**src/rtl/i2c_tgt_pkg.sv**
```systemverilog
package i2c_tgt_pkg;
  timeunit 1ns;
  timeprecision 1ps;

  localparam int BYTE_W = 8;
  localparam int BITCNT_W = $clog2(BYTE_W);

  // Transfer engine states
  typedef enum logic [2:0] {
    ST_IDLE  = 3'd0,  // waiting for START
    ST_ADDR  = 3'd1,  // receiving address byte
    ST_WADDR = 3'd2,  // receiving word address
    ST_WDATA = 3'd3,  // receiving data to store
    ST_ACK   = 3'd4,  // target pulls SDA low for one clock
    ST_RDATA = 3'd5,  // shifting a byte out
    ST_RACK  = 3'd6   // master acknowledge slot
  } tgt_state_e;
endpackage

```
**src/rtl/i2c_line_sync.sv**
```systemverilog
module i2c_line_sync #(
  parameter int STAGES = 2
) (
  input  logic clk,
  input  logic rst_n,
  input  logic scl_i,
  input  logic sda_i,
  output logic sda_s,
  output logic scl_rise,
  output logic scl_fall,
  output logic start_det,
  output logic stop_det
);
  timeunit 1ns;
  timeprecision 1ps;

  logic [STAGES-1:0] scl_pipe, scl_pipe_n;
  logic [STAGES-1:0] sda_pipe, sda_pipe_n;
  logic scl_q, sda_q;
  logic scl_s;

  always_comb begin
    scl_pipe_n = {scl_pipe[STAGES-2:0], scl_i};
    sda_pipe_n = {sda_pipe[STAGES-2:0], sda_i};
  end

  // Idle bus is high on both lines, so reset to 1 to avoid false edges
  always_ff @(posedge clk or negedge rst_n) begin
    if (!rst_n) begin
      scl_pipe <= '1;
      sda_pipe <= '1;
      scl_q    <= 1'b1;
      sda_q    <= 1'b1;
    end else begin
      scl_pipe <= scl_pipe_n;
      sda_pipe <= sda_pipe_n;
      scl_q    <= scl_pipe[STAGES-1];
      sda_q    <= sda_pipe[STAGES-1];
    end
  end

  assign scl_s     = scl_pipe[STAGES-1];
  assign sda_s     = sda_pipe[STAGES-1];
  assign scl_rise  = scl_s & ~scl_q;
  assign scl_fall  = ~scl_s & scl_q;
  assign start_det = scl_s & scl_q & sda_q & ~sda_s;
  assign stop_det  = scl_s & scl_q & ~sda_q & sda_s;
endmodule

```
**src/rtl/i2c_reg_array.sv**
```systemverilog
module i2c_reg_array #(
  parameter int AW = 8
) (
  input  logic                          clk,
  input  logic                          wr_en,
  input  logic [AW-1:0]                 wr_addr,
  input  logic [i2c_tgt_pkg::BYTE_W-1:0] wr_data,
  input  logic [AW-1:0]                 rd_addr,
  output logic [i2c_tgt_pkg::BYTE_W-1:0] rd_data
);
  timeunit 1ns;
  timeprecision 1ps;

  localparam int DEPTH = 1 << AW;

  logic [i2c_tgt_pkg::BYTE_W-1:0] mem [DEPTH];

  // Storage array: contents are not reset
  always_ff @(posedge clk) begin
    if (wr_en) mem[wr_addr] <= wr_data;
  end

  assign rd_data = mem[rd_addr];
endmodule

```
**src/rtl/i2c_tgt_fsm.sv**
```systemverilog
module i2c_tgt_fsm
  import i2c_tgt_pkg::*;
#(
  parameter int         AW       = 8,
  parameter logic [6:0] DEV_ID   = 7'h28,
  parameter logic [6:0] SEL_MASK = 7'h01
) (
  input  logic              clk,
  input  logic              rst_n,
  input  logic              addr_sel,
  input  logic              sda_s,
  input  logic              scl_rise,
  input  logic              scl_fall,
  input  logic              start_det,
  input  logic              stop_det,
  input  logic [BYTE_W-1:0] rd_data,
  output logic              wr_en,
  output logic [BYTE_W-1:0] wr_data,
  output logic [AW-1:0]     ptr_o,
  output tgt_state_e        state_o,
  output logic              sda_oe
);
  timeunit 1ns;
  timeprecision 1ps;

  tgt_state_e          st, st_n, ret, ret_n;
  logic [BITCNT_W-1:0] cnt, cnt_n;
  logic                full, full_n;
  logic [BYTE_W-1:0]   sh, sh_n;
  logic [BYTE_W-1:0]   tx, tx_n;
  logic [AW-1:0]       ptr, ptr_n;
  logic                mack, mack_n;
  logic                addr_hit;
  logic [6:0]          own_addr;

  assign own_addr = addr_sel ? (DEV_ID | SEL_MASK) : DEV_ID;
  assign addr_hit = (sh[BYTE_W-1:1] == own_addr);

  always_comb begin
    st_n   = st;
    ret_n  = ret;
    cnt_n  = cnt;
    full_n = full;
    sh_n   = sh;
    tx_n   = tx;
    ptr_n  = ptr;
    mack_n = mack;
    wr_en  = 1'b0;
    if (stop_det) begin
      st_n   = ST_IDLE;
      cnt_n  = '0;
      full_n = 1'b0;
    end else if (start_det) begin
      st_n   = ST_ADDR;
      cnt_n  = '0;
      full_n = 1'b0;
    end else begin
      unique case (st)
        ST_ADDR, ST_WADDR, ST_WDATA: begin
          if (scl_rise) begin
            sh_n  = {sh[BYTE_W-2:0], sda_s};
            cnt_n = cnt + 1'b1;
            if (cnt == BITCNT_W'(BYTE_W - 1)) full_n = 1'b1;
          end else if (scl_fall && full) begin
            full_n = 1'b0;
            cnt_n  = '0;
            if (st == ST_ADDR) begin
              if (addr_hit) begin
                st_n  = ST_ACK;
                ret_n = sh[0] ? ST_RDATA : ST_WADDR;
              end else begin
                st_n = ST_IDLE;
              end
            end else if (st == ST_WADDR) begin
              ptr_n = sh[AW-1:0];
              st_n  = ST_ACK;
              ret_n = ST_WDATA;
            end else begin
              wr_en = 1'b1;
              ptr_n = ptr + 1'b1;
              st_n  = ST_ACK;
              ret_n = ST_WDATA;
            end
          end
        end
        ST_ACK: begin
          if (scl_fall) begin
            st_n  = ret;
            cnt_n = '0;
            if (ret == ST_RDATA) begin
              tx_n  = rd_data;
              ptr_n = ptr + 1'b1;
            end
          end
        end
        ST_RDATA: begin
          if (scl_fall) begin
            if (cnt == BITCNT_W'(BYTE_W - 1)) begin
              st_n  = ST_RACK;
              cnt_n = '0;
            end else begin
              tx_n  = {tx[BYTE_W-2:0], 1'b0};
              cnt_n = cnt + 1'b1;
            end
          end
        end
        ST_RACK: begin
          if (scl_rise) begin
            mack_n = ~sda_s;
          end else if (scl_fall) begin
            if (mack) begin
              st_n  = ST_RDATA;
              tx_n  = rd_data;
              ptr_n = ptr + 1'b1;
            end else begin
              st_n = ST_IDLE;
            end
          end
        end
        default: ;
      endcase
    end
  end

  always_ff @(posedge clk or negedge rst_n) begin
    if (!rst_n) begin
      st   <= ST_IDLE;
      ret  <= ST_IDLE;
      cnt  <= '0;
      full <= 1'b0;
      sh   <= '0;
      tx   <= '0;
      ptr  <= '0;
      mack <= 1'b0;
    end else begin
      st   <= st_n;
      ret  <= ret_n;
      cnt  <= cnt_n;
      full <= full_n;
      sh   <= sh_n;
      tx   <= tx_n;
      ptr  <= ptr_n;
      mack <= mack_n;
    end
  end

  assign wr_data = sh;
  assign ptr_o   = ptr;
  assign state_o = st;
  assign sda_oe  = (st == ST_ACK) | ((st == ST_RDATA) & ~tx[BYTE_W-1]);
endmodule

```
**src/rtl/i2c_regread_target.sv**
```systemverilog
module i2c_regread_target
  import i2c_tgt_pkg::*;
#(
  parameter int         AW          = 8,
  parameter logic [6:0] DEV_ID      = 7'h28,
  parameter logic [6:0] SEL_MASK    = 7'h01,
  parameter int         SYNC_STAGES = 2
) (
  input  logic clk,
  input  logic rst_n,
  input  logic addr_sel,
  input  logic scl_i,
  input  logic sda_i,
  output logic sda_oe
);
  timeunit 1ns;
  timeprecision 1ps;

  logic [1:0] rst_pipe;
  logic       rst_int_n;

  // Reset asserts asynchronously, releases on the clock
  always_ff @(posedge clk or negedge rst_n) begin
    if (!rst_n) rst_pipe <= 2'b00;
    else        rst_pipe <= {rst_pipe[0], 1'b1};
  end
  assign rst_int_n = rst_pipe[1];

  logic sda_s, scl_rise, scl_fall, start_det, stop_det;
  logic              wr_en;
  logic [BYTE_W-1:0] wr_data, rd_data;
  logic [AW-1:0]     fsm_ptr;
  tgt_state_e        fsm_state;

  i2c_line_sync #(.STAGES(SYNC_STAGES)) u_sync (
    .clk       (clk),
    .rst_n     (rst_int_n),
    .scl_i     (scl_i),
    .sda_i     (sda_i),
    .sda_s     (sda_s),
    .scl_rise  (scl_rise),
    .scl_fall  (scl_fall),
    .start_det (start_det),
    .stop_det  (stop_det)
  );

  i2c_tgt_fsm #(.AW(AW), .DEV_ID(DEV_ID), .SEL_MASK(SEL_MASK)) u_fsm (
    .clk       (clk),
    .rst_n     (rst_int_n),
    .addr_sel  (addr_sel),
    .sda_s     (sda_s),
    .scl_rise  (scl_rise),
    .scl_fall  (scl_fall),
    .start_det (start_det),
    .stop_det  (stop_det),
    .rd_data   (rd_data),
    .wr_en     (wr_en),
    .wr_data   (wr_data),
    .ptr_o     (fsm_ptr),
    .state_o   (fsm_state),
    .sda_oe    (sda_oe)
  );

  i2c_reg_array #(.AW(AW)) u_mem (
    .clk     (clk),
    .wr_en   (wr_en),
    .wr_addr (fsm_ptr),
    .wr_data (wr_data),
    .rd_addr (fsm_ptr),
    .rd_data (rd_data)
  );
endmodule

```
**config.mk**
```make
export PLATFORM = sky130hd
export DESIGN_NAME = i2c_regread_target
export DESIGN_NICKNAME = d
export VERILOG_FILES = /design/src/rtl/i2c_tgt_pkg.sv /design/src/rtl/i2c_line_sync.sv /design/src/rtl/i2c_reg_array.sv /design/src/rtl/i2c_tgt_fsm.sv /design/src/rtl/i2c_regread_target.sv
export SDC_FILE = /design/constraint.sdc
export NUM_CORES = 2
export LEC_CHECK = 0
export ABC_CLOCK_PERIOD_IN_PS = 2360
export BUFFER_PORTS_ARGS = -buffer_cell sky130_fd_sc_hd__buf_2
export CAP_MARGIN = 20
export CELL_PAD_IN_SITES_DETAIL_PLACEMENT = 1
export CELL_PAD_IN_SITES_GLOBAL_PLACEMENT = 1
export CORE_MARGIN = 2
export CORE_UTILIZATION = 29
export CTS_CLUSTER_DIAMETER = 50
export DETAILED_ROUTE_END_ITERATION = 10
export HOLD_SLACK_MARGIN = 0.12
export PLACE_DENSITY = 0.54
export RECOVER_POWER = 25
export REMOVE_ABC_BUFFERS = 1
export SYNTH_ARGS = -nofsm -noshare
export SYNTH_HDL_FRONTEND = slang
export SYNTH_SLANG_ARGS = --single-unit
export TNS_END_PERCENT = 50
```
**constraint.sdc**
```tcl
create_clock -name clk -period 2.36 [get_ports clk]
set_clock_uncertainty 0.15 [all_clocks]
set_input_delay 0.118 -clock clk [delete_from_list [all_inputs] [get_ports clk]]
set_output_delay 0.118 -clock clk [all_outputs]
set_load 0.05 [all_outputs]
```
==> flow_summary.toml <==
[run_status]
outcome = "finished with violations"
violations = "capacitance limit, slew limit, setup timing"

[global_route]
grt_usage = 0.173
antenna_found_initial = 6
top_usage_layer = "met2"
met3_usage = 0.0249
grtUsageMet1 = 0.245
grt_pass1_vias = 45700
grt_start_max_net_pins = 186
grt_pass1_wl_mm = 355
use_met2 = 0.276
overflow = 0

[floorplanning]
chipWidth_um = 533
design.portCount = 6
die_h_um = 533
dieArea_sq_mm = 0.284
fp-row-count = 194
design.core.area_sq_mm = 0.279
initial_core_util = 0.291

[placement]
dp_hpwl_mm = 159
gp_congestion = 0.843
post_dp_cell_area_sq_mm = 0.0913
portBuffers = 5

[sta]
rsz0062_at_grt = "yes"
fin_tns_setup_ns = -398.33
final_max_slew_viol_count = 288
slew_headroom = -0.200
tightestPinTransition_ns = 1.80
hold_violations = 0
period_share = 1.31
layout_setup_ws_ns = -0.725
fmax_mhz = 324
setup_violations = 2249
min_period_ns = 3.08

[min_path]
whs_endpoint = "rst_pipe[1]"
whs_path_depth = 0
hp-class = "reg2reg"
hp-start = "rst_pipe[0]"

[logic_synthesis]
async_flop_share = 0.0206
ys.flop_type = "edfxtp_1"
syn_avg_cell_area_sq_um = 21.2
syn_inst = 3825
ys_seq_elements = 2091
ys_seq_area_frac = 0.770
yosysWarnings = 0
synth_edf_count = 2048
synth_cell_types = 70
netlist_area_sq_mm = 0.0812

[drt]
vias = 44200
routedWlPerCell_um = 28.9
drc = 0
wirelength_mm = 253
first_pass_iters = 5
final_antenna_net_count = 0
drt-initial-drc-count = 4375
vias_per_cell = 5.05

[cells_and_area]
layout-drive-gt1-share = 0.436
nets = 4853
final_area_sq_mm = 0.106
syn2layout_area_growth_pct = 30.8

[worst_setup_path]
reg2reg_to = "u_fsm.tx[3]"
reg2reg_from = "u_fsm.ptr_o[0]"
r2r_cells = 11
worstSetupEndpointType = "register"
crit_required_ns = 2.98
critPathMaxFanout = 5
cp.arrival_ns = 3.70
startpoint_type = "register"
reg2reg_slack_ns = -0.72
critPathKind = "reg2reg"

[clock_network]
cts_buffer_depth = 4
cts.clk_slew.worst_paths_ns = 0.06
cts-root-buf = "clkbuf_16"
cts-htree-levels = 5
numCtsBuffers = 278
clock_latency_ns = 0.90
cts_tree = "yes"
clkSinkCount = 2091

[power]
peakVddDrop_uv = 727
leakagePower_nw = 34.2
powerDensity_mw_per_mm2 = 1080

[job]
max_cap_viol_count = 3
==> critical path, cell delays in order (launching register included) <==
cell and delay, ns:
dfrtp_4 0.52, buf_12 0.20, mux4_2 0.55, a22o_4 0.26, a221oi_2 0.19, buf_4 0.16, a31oi_1 0.08, buf_4 0.17
o21ai_2 0.16, buf_4 0.15, and3_4 0.24, a31oi_1 0.10
==> per-stage QoR <==
stage	instances	power, mW	hold WS (ns)	setup slack [ns]	utilization
4_1_cts	8604	113	0.189	-0.798	0.369
6_report	8744	115	0.203	-0.725	0.381
3_3_place_gp	8024	70.8	-0.246	-1.18	0.327
5_1_grt	8744	118	0.214	-0.774	0.381
2_1_floorplan	3593	50.6	-0.328	-16.42	-
3_5_place_dp	8025	70.9	-0.244	-1.18	0.327
==> repair_timing <==
item | in CTS | in global routing
endpoints found under the hold margin | 8 | 0
hold buffers | 8 | 0
setup endpoints to repair | 2060 | 2061
resized for setup | 341 | 386
buffers inserted | 108 | 129
gates cloned | 7 | 14
pin swaps | 78 | 89
==> routing by layer <==
metal	up-vias	routed length, um
met5	-	0
met4	0	7670
met3	390	13700
met2	1429	121000
met1	24200	111000
li1	18200	-
==> cells in the mapped netlist (42+ instances only) <==
library cell | n | share of area
edfxtp_1 | 2048 | 0.76
mux4_2 | 488 | 0.14
nor2_1 | 293 | 0.014
nand2_1 | 101 | 0.0047
clkbuf_1 | 99 | 0.0046
a22oi_1 | 74 | 0.0068
a221oi_1 | 67 | 0.0072
a22o_1 | 62 | 0.0067
mux2i_1 | 51 | 0.0063
buf_2 | 47 | 0.0029
buf_4 | 42 | 0.0039
o21ai_0 | 42 | 0.0026
==> cells by family (layout without fill, tap and decap cells) <==
group / count (synthesis) / after routing / share of synthesized area
flip-flops: 2091 / 2091 / 0.770
multiplexers: 563 / 563 / 0.147
AND/OR/NAND/NOR: 519 / 519 / 0.0276
AO/OA/AOI/OAI: 398 / 398 / 0.0358
buffers and inverters: 245 / 1438 / 0.0179
adder cells (fa/ha/maj): 6 / 6 / 0.000924
XOR/XNOR: 2 / 2 / 0.000216
other: 1 / 3 / 0.0000462
==> cell type report <==
| class | instances | area [sq um] |
|---|---|---|
| multi-input combinational | 1489 | 19500 |
| antenna | 2 | 5.00 |
| timing repair buffer | 969 | 10800 |
| inverter | 13 | 76.3 |
| clock inverter | 137 | 1370 |
| fill | 27000 | 173000 |
| sequential | 2091 | 62600 |
| tap | 3724 | 4660 |
| clock buffer | 319 | 7180 |
==> power by group <==
| part | switching, mW | total [mW] | internal, mW |
|---|---|---|---|
| registers | 0.243 | 43.1 | 42.9 |
| clock network | 15.9 | 40.0 | 24.1 |
| logic | 17.2 | 31.5 | 14.2 |
==> state kept, by name, indices dropped and copies added, names as in the netlist, 2 cells and up <==
register / cells
u_sync.sda_pipe: 2
rst_pipe: 2
u_sync.scl_pipe: 2
u_fsm.wr_data: 8
u_fsm.ret: 3
u_fsm.tx: 8
u_fsm.state_o: 3
u_fsm.cnt: 3
u_mem.mem: 2048
u_fsm.ptr_o: 8
==> worst max path at each step <==
stage | from | to
2_1_floorplan | u_fsm.ptr_o[0] | u_fsm.tx[7]
4_1_cts | u_fsm.ptr_o[0] | u_fsm.tx[5]
6_report | u_fsm.ptr_o[0] | u_fsm.tx[3]
5_1_grt | u_fsm.ptr_o[1] | u_fsm.tx[3]
3_5_place_dp | u_fsm.ptr_o[1] | u_fsm.tx[3]
3_3_place_gp | u_fsm.ptr_o[1] | u_fsm.tx[3]
==> cells in the final DEF, fill, tap and decap left out, types with 19 or more instances in the layout <==
master	instances
nor2_1	151
a221oi_2	34
buf_12	188
clkbuf_16	295
a221oi_1	26
nand2_1	73
buf_6	89
buf_16	23
clkinv_2	34
inv_6	19
a31oi_1	29
dfrtp_1	26
nand3_1	22
bufinv_16	21
clkinv_1	34
buf_4	601
edfxtp_1	2048
mux4_2	491
a21oi_1	34
nor3_1	19
a22oi_1	57
clkbuf_1	43
mux2i_1	48
o21ai_0	31
nor2_4	133
buf_8	23
a22o_1	56
Power figures use the tool's default switching activity.
